File: src/rtl/simd_shl_pkg.sv
package simd_shl_pkg;

  typedef enum logic {
    LAYOUT_HALF = 1'b0,
    LAYOUT_BYTE = 1'b1
  } shl_layout_e;

endpackage

File: src/rtl/simd_shl_lane.sv
module simd_shl_lane #(
  parameter int LANE_W     = 16,
  parameter bit SIGNED_CHK = 1'b1,
  localparam int SH_W      = $clog2(LANE_W)
) (
  input  logic [LANE_W-1:0] din,
  input  logic [SH_W-1:0]   sh,
  output logic [LANE_W-1:0] dout,
  output logic              ovf
);

  function automatic logic [LANE_W-1:0] lane_shift(input logic [LANE_W-1:0] v,
                                                   input logic [SH_W-1:0] s);
    return v << s;
  endfunction

  // top s+1 bits must all match the sign bit
  function automatic logic sign_lost(input logic [LANE_W-1:0] v,
                                     input logic [SH_W-1:0] s);
    logic r;
    r = 1'b0;
    for (int i = 0; i < LANE_W; i++) begin
      if ((i >= (LANE_W - 1) - int'(s)) && (v[i] != v[LANE_W-1])) r = 1'b1;
    end
    return r;
  endfunction

  // any one among the top s bits is lost
  function automatic logic ones_lost(input logic [LANE_W-1:0] v,
                                     input logic [SH_W-1:0] s);
    logic r;
    r = 1'b0;
    for (int i = 0; i < LANE_W; i++) begin
      if ((i >= LANE_W - int'(s)) && v[i]) r = 1'b1;
    end
    return r;
  endfunction

  assign dout = lane_shift(din, sh);

  generate
    if (SIGNED_CHK) begin : g_signed
      assign ovf = sign_lost(din, sh);
    end else begin : g_unsigned
      assign ovf = ones_lost(din, sh);
    end
  endgenerate

endmodule

File: src/rtl/simd_shl_csr.sv
module simd_shl_csr #(
  parameter int DATA_W  = 32,
  parameter int OVF_POS = 22
) (
  input  logic              clk,
  input  logic              rst_n,
  input  logic              wr_en,
  input  logic [DATA_W-1:0] wr_data,
  input  logic              set_ovf,
  output logic [DATA_W-1:0] q
);

  logic [DATA_W-1:0] base;
  logic [DATA_W-1:0] next_q;

  always_comb begin
    base   = wr_en ? wr_data : q;
    next_q = base;
    if (set_ovf) next_q[OVF_POS] = 1'b1;
  end

  always_ff @(posedge clk or negedge rst_n) begin
    if (!rst_n) q <= '0;
    else        q <= next_q;
  end

endmodule

File: src/rtl/simd_shl_unit.sv
module simd_shl_unit #(
  parameter int DATA_W  = 32,
  parameter int HALF_W  = 16,
  parameter int BYTE_W  = 8,
  parameter int OVF_POS = 22,
  localparam int N_HALF = DATA_W / HALF_W,
  localparam int N_BYTE = DATA_W / BYTE_W,
  localparam int SH_W   = $clog2(HALF_W),
  localparam int BSH_W  = $clog2(BYTE_W)
) (
  input  logic              clk,
  input  logic              rst_n,
  input  logic              op_valid,
  input  logic              op_mode,
  input  logic [SH_W-1:0]   op_shamt,
  input  logic [DATA_W-1:0] op_src,
  output logic              res_valid,
  output logic [DATA_W-1:0] res_data,
  input  logic              csr_wr_en,
  input  logic [DATA_W-1:0] csr_wr_data,
  output logic [DATA_W-1:0] csr_rd_data
);
  import simd_shl_pkg::*;

  logic [DATA_W-1:0] half_word;
  logic [DATA_W-1:0] byte_word;
  logic [N_HALF-1:0] half_ovf;
  logic [N_BYTE-1:0] byte_ovf;
  shl_layout_e       layout;
  logic [DATA_W-1:0] sel_word;
  logic              sel_ovf;
  logic              op_ovf_event;

  generate
    for (genvar h = 0; h < N_HALF; h++) begin : g_half
      simd_shl_lane #(.LANE_W(HALF_W), .SIGNED_CHK(1'b1)) u_lane (
        .din  (op_src[h*HALF_W +: HALF_W]),
        .sh   (op_shamt),
        .dout (half_word[h*HALF_W +: HALF_W]),
        .ovf  (half_ovf[h])
      );
    end
    for (genvar b = 0; b < N_BYTE; b++) begin : g_byte
      simd_shl_lane #(.LANE_W(BYTE_W), .SIGNED_CHK(1'b0)) u_lane (
        .din  (op_src[b*BYTE_W +: BYTE_W]),
        .sh   (op_shamt[BSH_W-1:0]),
        .dout (byte_word[b*BYTE_W +: BYTE_W]),
        .ovf  (byte_ovf[b])
      );
    end
  endgenerate

  always_comb begin
    layout = shl_layout_e'(op_mode);
    if (layout == LAYOUT_BYTE) begin
      sel_word = byte_word;
      sel_ovf  = |byte_ovf;
    end else begin
      sel_word = half_word;
      sel_ovf  = |half_ovf;
    end
  end

  assign op_ovf_event = op_valid & sel_ovf;

  always_ff @(posedge clk or negedge rst_n) begin
    if (!rst_n) begin
      res_valid <= 1'b0;
      res_data  <= '0;
    end else begin
      res_valid <= op_valid;
      if (op_valid) res_data <= sel_word;
    end
  end

  simd_shl_csr #(.DATA_W(DATA_W), .OVF_POS(OVF_POS)) u_csr (
    .clk     (clk),
    .rst_n   (rst_n),
    .wr_en   (csr_wr_en),
    .wr_data (csr_wr_data),
    .set_ovf (op_ovf_event),
    .q       (csr_rd_data)
  );

endmodule

File: config.mk
export PLATFORM = sky130hd
export DESIGN_NAME = simd_shl_unit
export DESIGN_NICKNAME = d
export VERILOG_FILES = /design/src/rtl/simd_shl_pkg.sv /design/src/rtl/simd_shl_lane.sv /design/src/rtl/simd_shl_csr.sv /design/src/rtl/simd_shl_unit.sv
export SDC_FILE = /design/constraint.sdc
export NUM_CORES = 1
export LEC_CHECK = 0
export CORE_MARGIN = 5
export CORE_UTILIZATION = 61
export DETAILED_ROUTE_END_ITERATION = 12
export DONT_BUFFER_PORTS = 1
export GPL_TIMING_DRIVEN = 0
export PLACE_DENSITY = 0.81
export REMOVE_ABC_BUFFERS = 1
export SYNTH_ARGS = -nofsm -noshare
export SYNTH_HDL_FRONTEND = slang
export SYNTH_SLANG_ARGS = --single-unit
export TNS_END_PERCENT = 50
File: constraint.sdc
create_clock -name clk -period 3.65 [get_ports clk]
set_input_delay 0.365 -clock clk [delete_from_list [all_inputs] [get_ports clk]]
set_output_delay 0.365 -clock clk [all_outputs]
set_load 0.005 [all_outputs]
==> metrics.md <==
| Metric | Value |
|---|---|
| Outcome | finished, final reports clean |
| IR drop worst, VDD | approximately 0.18 mV |
| Final Cell Area | about 0.0047 mm² |
| H-tree levels | 3 |
| DIE HEIGHT | ~95 µm |
| Hold Path Stages | 0 |
| Post-synthesis sequential area ratio | roughly 37% |
| Pleak | 1.87 nW |
| Worst Hold End | res_valid |
| Core Area | 0.00718 mm² |
| CTS Buf Count | 9 |
| Pins Over Slew Limit | 0 |
| Final setup vio count | 0 |
| Critical path's top delay family | compound AO/OA/AOI/OAI gates |
| Syn avg cell area | around 9.4 µm² |
| Filler Cells Inserted | 569 |
| Total GRT Usage | 27.6% |
| Port Buffers | 0 |
| Nets | 526 |
| Multi-input logic area | 0.00254 mm² |
| Most frequent cells in the layout | dfrtp_1 (65), mux2_2 (39), nor2_1 (33) |
| Crit start category | input pin |
| Largest net degree at the start of global routing | between 60 and 70 |
| Fmax | 517 MHz |
| CP Max Fanout | 50 |
| Vias per cell | 6.83 |
| R2r startpoint | u_csr.q[22] |
| Via Count | 3772 |
| Area delta synth->final | 4.78% |
| Synth top area share | 36.5% |
| Hpwl dp | between 8000 and 9000 µm |
| CTS tree | built |
| Initial antenna violation count | 0 |
| Placed Area | approximately 0.0044 mm² |
| Worst-path clk slew | 0.08 ns |
| Cell area after synthesis | 0.00445 mm² |
| DRC | 0 |
| Register bit total from synthesis | 65 |
| Overall power | 1.92 mW |
| CP Data Arrival Time | 2.13 ns |
| Die area | 0.00911 mm² |
| CTS root buffer | clkbuf_8 |
| Diodes inserted | 0 |
| Max-cap violations | 0 |
| Worst min path class | in2reg |
| FF+latch area | 0.00163 mm² |
| Routability cong. | around 0.96 |
| Placement Rows | 31 |
| CTS Buffer Depth | 2 |
| Share of layout cells above drive strength 1 | 13.7% |
| Largest cells by area after synthesis | dfrtp_1 (37%), mux2_2 (9.9%), mux2i_1 (5.2%), xor2_1 (3.7%), o21ai_0 (3.4%) |
| Clk_lat worst skew | 0.35 ns |
| Critical Path Max Stage Delay | 0.44 ns |
| Final hold vios | 0 |
| Horiz. Die Dim | 95.4 µm |
| Final ANT Viol Nets | 0 |
| Number of global-route vias before repair | 3609 |
| Final Cycle Share | 53.0% |
| Wire length per cell | 22.9 µm |
| CTS sink cnt | 65 |
| Critical path endpoint category | flop |
| Worst R2R Path Depth | 6 |
| Number of synthesized flops with an enable pin | 0 |
| RSZ-0062 raised after global routing | no |
| Min Tclk post-route | 1.93 ns |
| Rel. slew slack | 33.9% |
| Post-synth top area cell | dfrtp_1 |
| Worst path cell trace | inv_1 -> ha_1 -> nand2b_1 -> o21ai_0 -> nand4_1 -> o21ai_0 -> a41oi_1 |
| Final WL | 12600 µm |
| CP max-delay cell | inv_1 |
| CP Buf/Inv Count | 1 |
| Commonest non-fill, non-tap cell in the layout | dfrtp_1 |
| Crit path depth | 7 |
| Worst-margin pin slew | approximately 1 ns |
| PwrDens | about 410 mW/mm² |
| Post-Layout Cell Count | 552 |
| Post-route setup TNS | 0 ns |
| Initial DRT Pass Iterations | 5 |
| Worst R2R Setup Slack | 2.27 ns |
| Synth Warn # | 0 |
| Post-Place Cells | 534 |
| Cell variety after synth | 51 |
| Min Hold Slack | 0.0464 ns |
| Hold Crit Start | op_valid |
| Iter 0 DRT Violations | between 400 and 500 |
| Synth Flop Type | dfrtp_1 |
| Top cell by count, worst path | o21ai_0 |
| CP Class | in2reg |
| Cell count after synthesis | 474 |
| Global-route wire length before repair | 19100 µm |
| Ys async rst share | 100% |
| Setup Skew | 0 ns |
| GR Overflow Total | 0 |
| Req. time, crit path | 3.85 ns |
| Initial Util | around 62% |
| Ports | 138 |
| Reg-to-Reg End | u_csr.q[22] |
-- how the worst max path moves through the flow --
stage / from / end
CTS: op_shamt[1] / u_csr.q[22]
global placement: op_shamt[1] / u_csr.q[22]
finish: op_shamt[1] / u_csr.q[22]
floorplan: op_shamt[1] / u_csr.q[22]
detailed placement: op_shamt[1] / u_csr.q[22]
global route: op_shamt[1] / u_csr.q[22]
-- final cells by class --
type | count | share of cell area, %
sequential | 65 | 34.9
timing repair buffer | 2 | 0.805
multi-input combinational | 347 | 54.5
clock buffer | 9 | 2.65
clock inverter | 7 | 2.68
inverter | 23 | 1.85
tap | 99 | 2.65
-- what timing repair did --
action / 4_1_cts / 5_1_grt
hold buffers: 2 / 0
endpoints found under the hold margin: 65 / 0
setup buffers: 0 / 0
resized for setup: 0 / 0
-- cells by family after synthesis --
logic type | count (synthesis) | synth area share, %
AO/OA/AOI/OAI | 126 | 17.7
multiplexers | 73 | 20.4
buffers and inverters | 62 | 6.38
XOR/XNOR | 23 | 4.52
adder cells (fa/ha/maj) | 6 | 1.63
AND/OR/NAND/NOR | 119 | 12.8
flip-flops | 65 | 36.5
-- metal layers --
| metal | part of all wire, % | wire (µm) | vias up | track usage (%) |
|---|---|---|---|---|
| li1 | - | - | 1686 | - |
| met1 | 37 | 4670 | 1793 | 35.3 |
| met2 | 48 | 6010 | 269 | 45.4 |
| met3 | 14 | 1750 | 24 | 7.66 |
| met4 | 1.5 | 183 | 0 | 8.89 |
| met5 | 0 | 0 | - | 0 |
-- registers in the layout, summed over array words and instances, names as in the netlist --
name,cells
res_data,32
u_csr.q,32
res_valid,1
-- stage by stage --
| stage | setup slack, ns | util (%) |
|---|---|---|
| after floorplan | 1.82 | - |
| after global placement | 1.36 | 61.0 |
| after detailed placement | 1.37 | 61.0 |
| after CTS | 1.73 | 65.0 |
| after global routing | 1.51 | 65.0 |
| final | 1.72 | 65.0 |
-- cell usage after synthesis (all sizes together), types with 2 or more instances --
| library cell | instances |
|---|---|
| o211ai | 3 |
| xnor2 | 4 |
| nor2b | 10 |
| dfrtp | 65 |
| o22ai | 16 |
| xor2 | 19 |
| mux2i | 23 |
| o32ai | 2 |
| nand4 | 6 |
| nand3 | 12 |
| o221ai | 4 |
| a21oi | 28 |
| inv | 23 |
| clkbuf | 22 |
| nor2 | 33 |
| a22oi | 8 |
| nand2 | 31 |
| mux4 | 8 |
| mux2 | 42 |
| nand2b | 4 |
| o21ai | 31 |
| nor4 | 5 |
| a31oi | 9 |
| o21a | 4 |
| o41ai | 2 |
| a2111oi | 2 |
| and3 | 2 |
| or4 | 4 |
| nor3 | 4 |
| a211oi | 9 |
| ha | 5 |
| buf | 17 |
| or3 | 6 |
| a221oi | 2 |
-- power by group --
part           switching, mW  internal (mW)
clock                  0.294          0.460
sequential            0.0612          0.796
combinational          0.149          0.158
No activity file was read; power rests on OpenSTA's default activity.
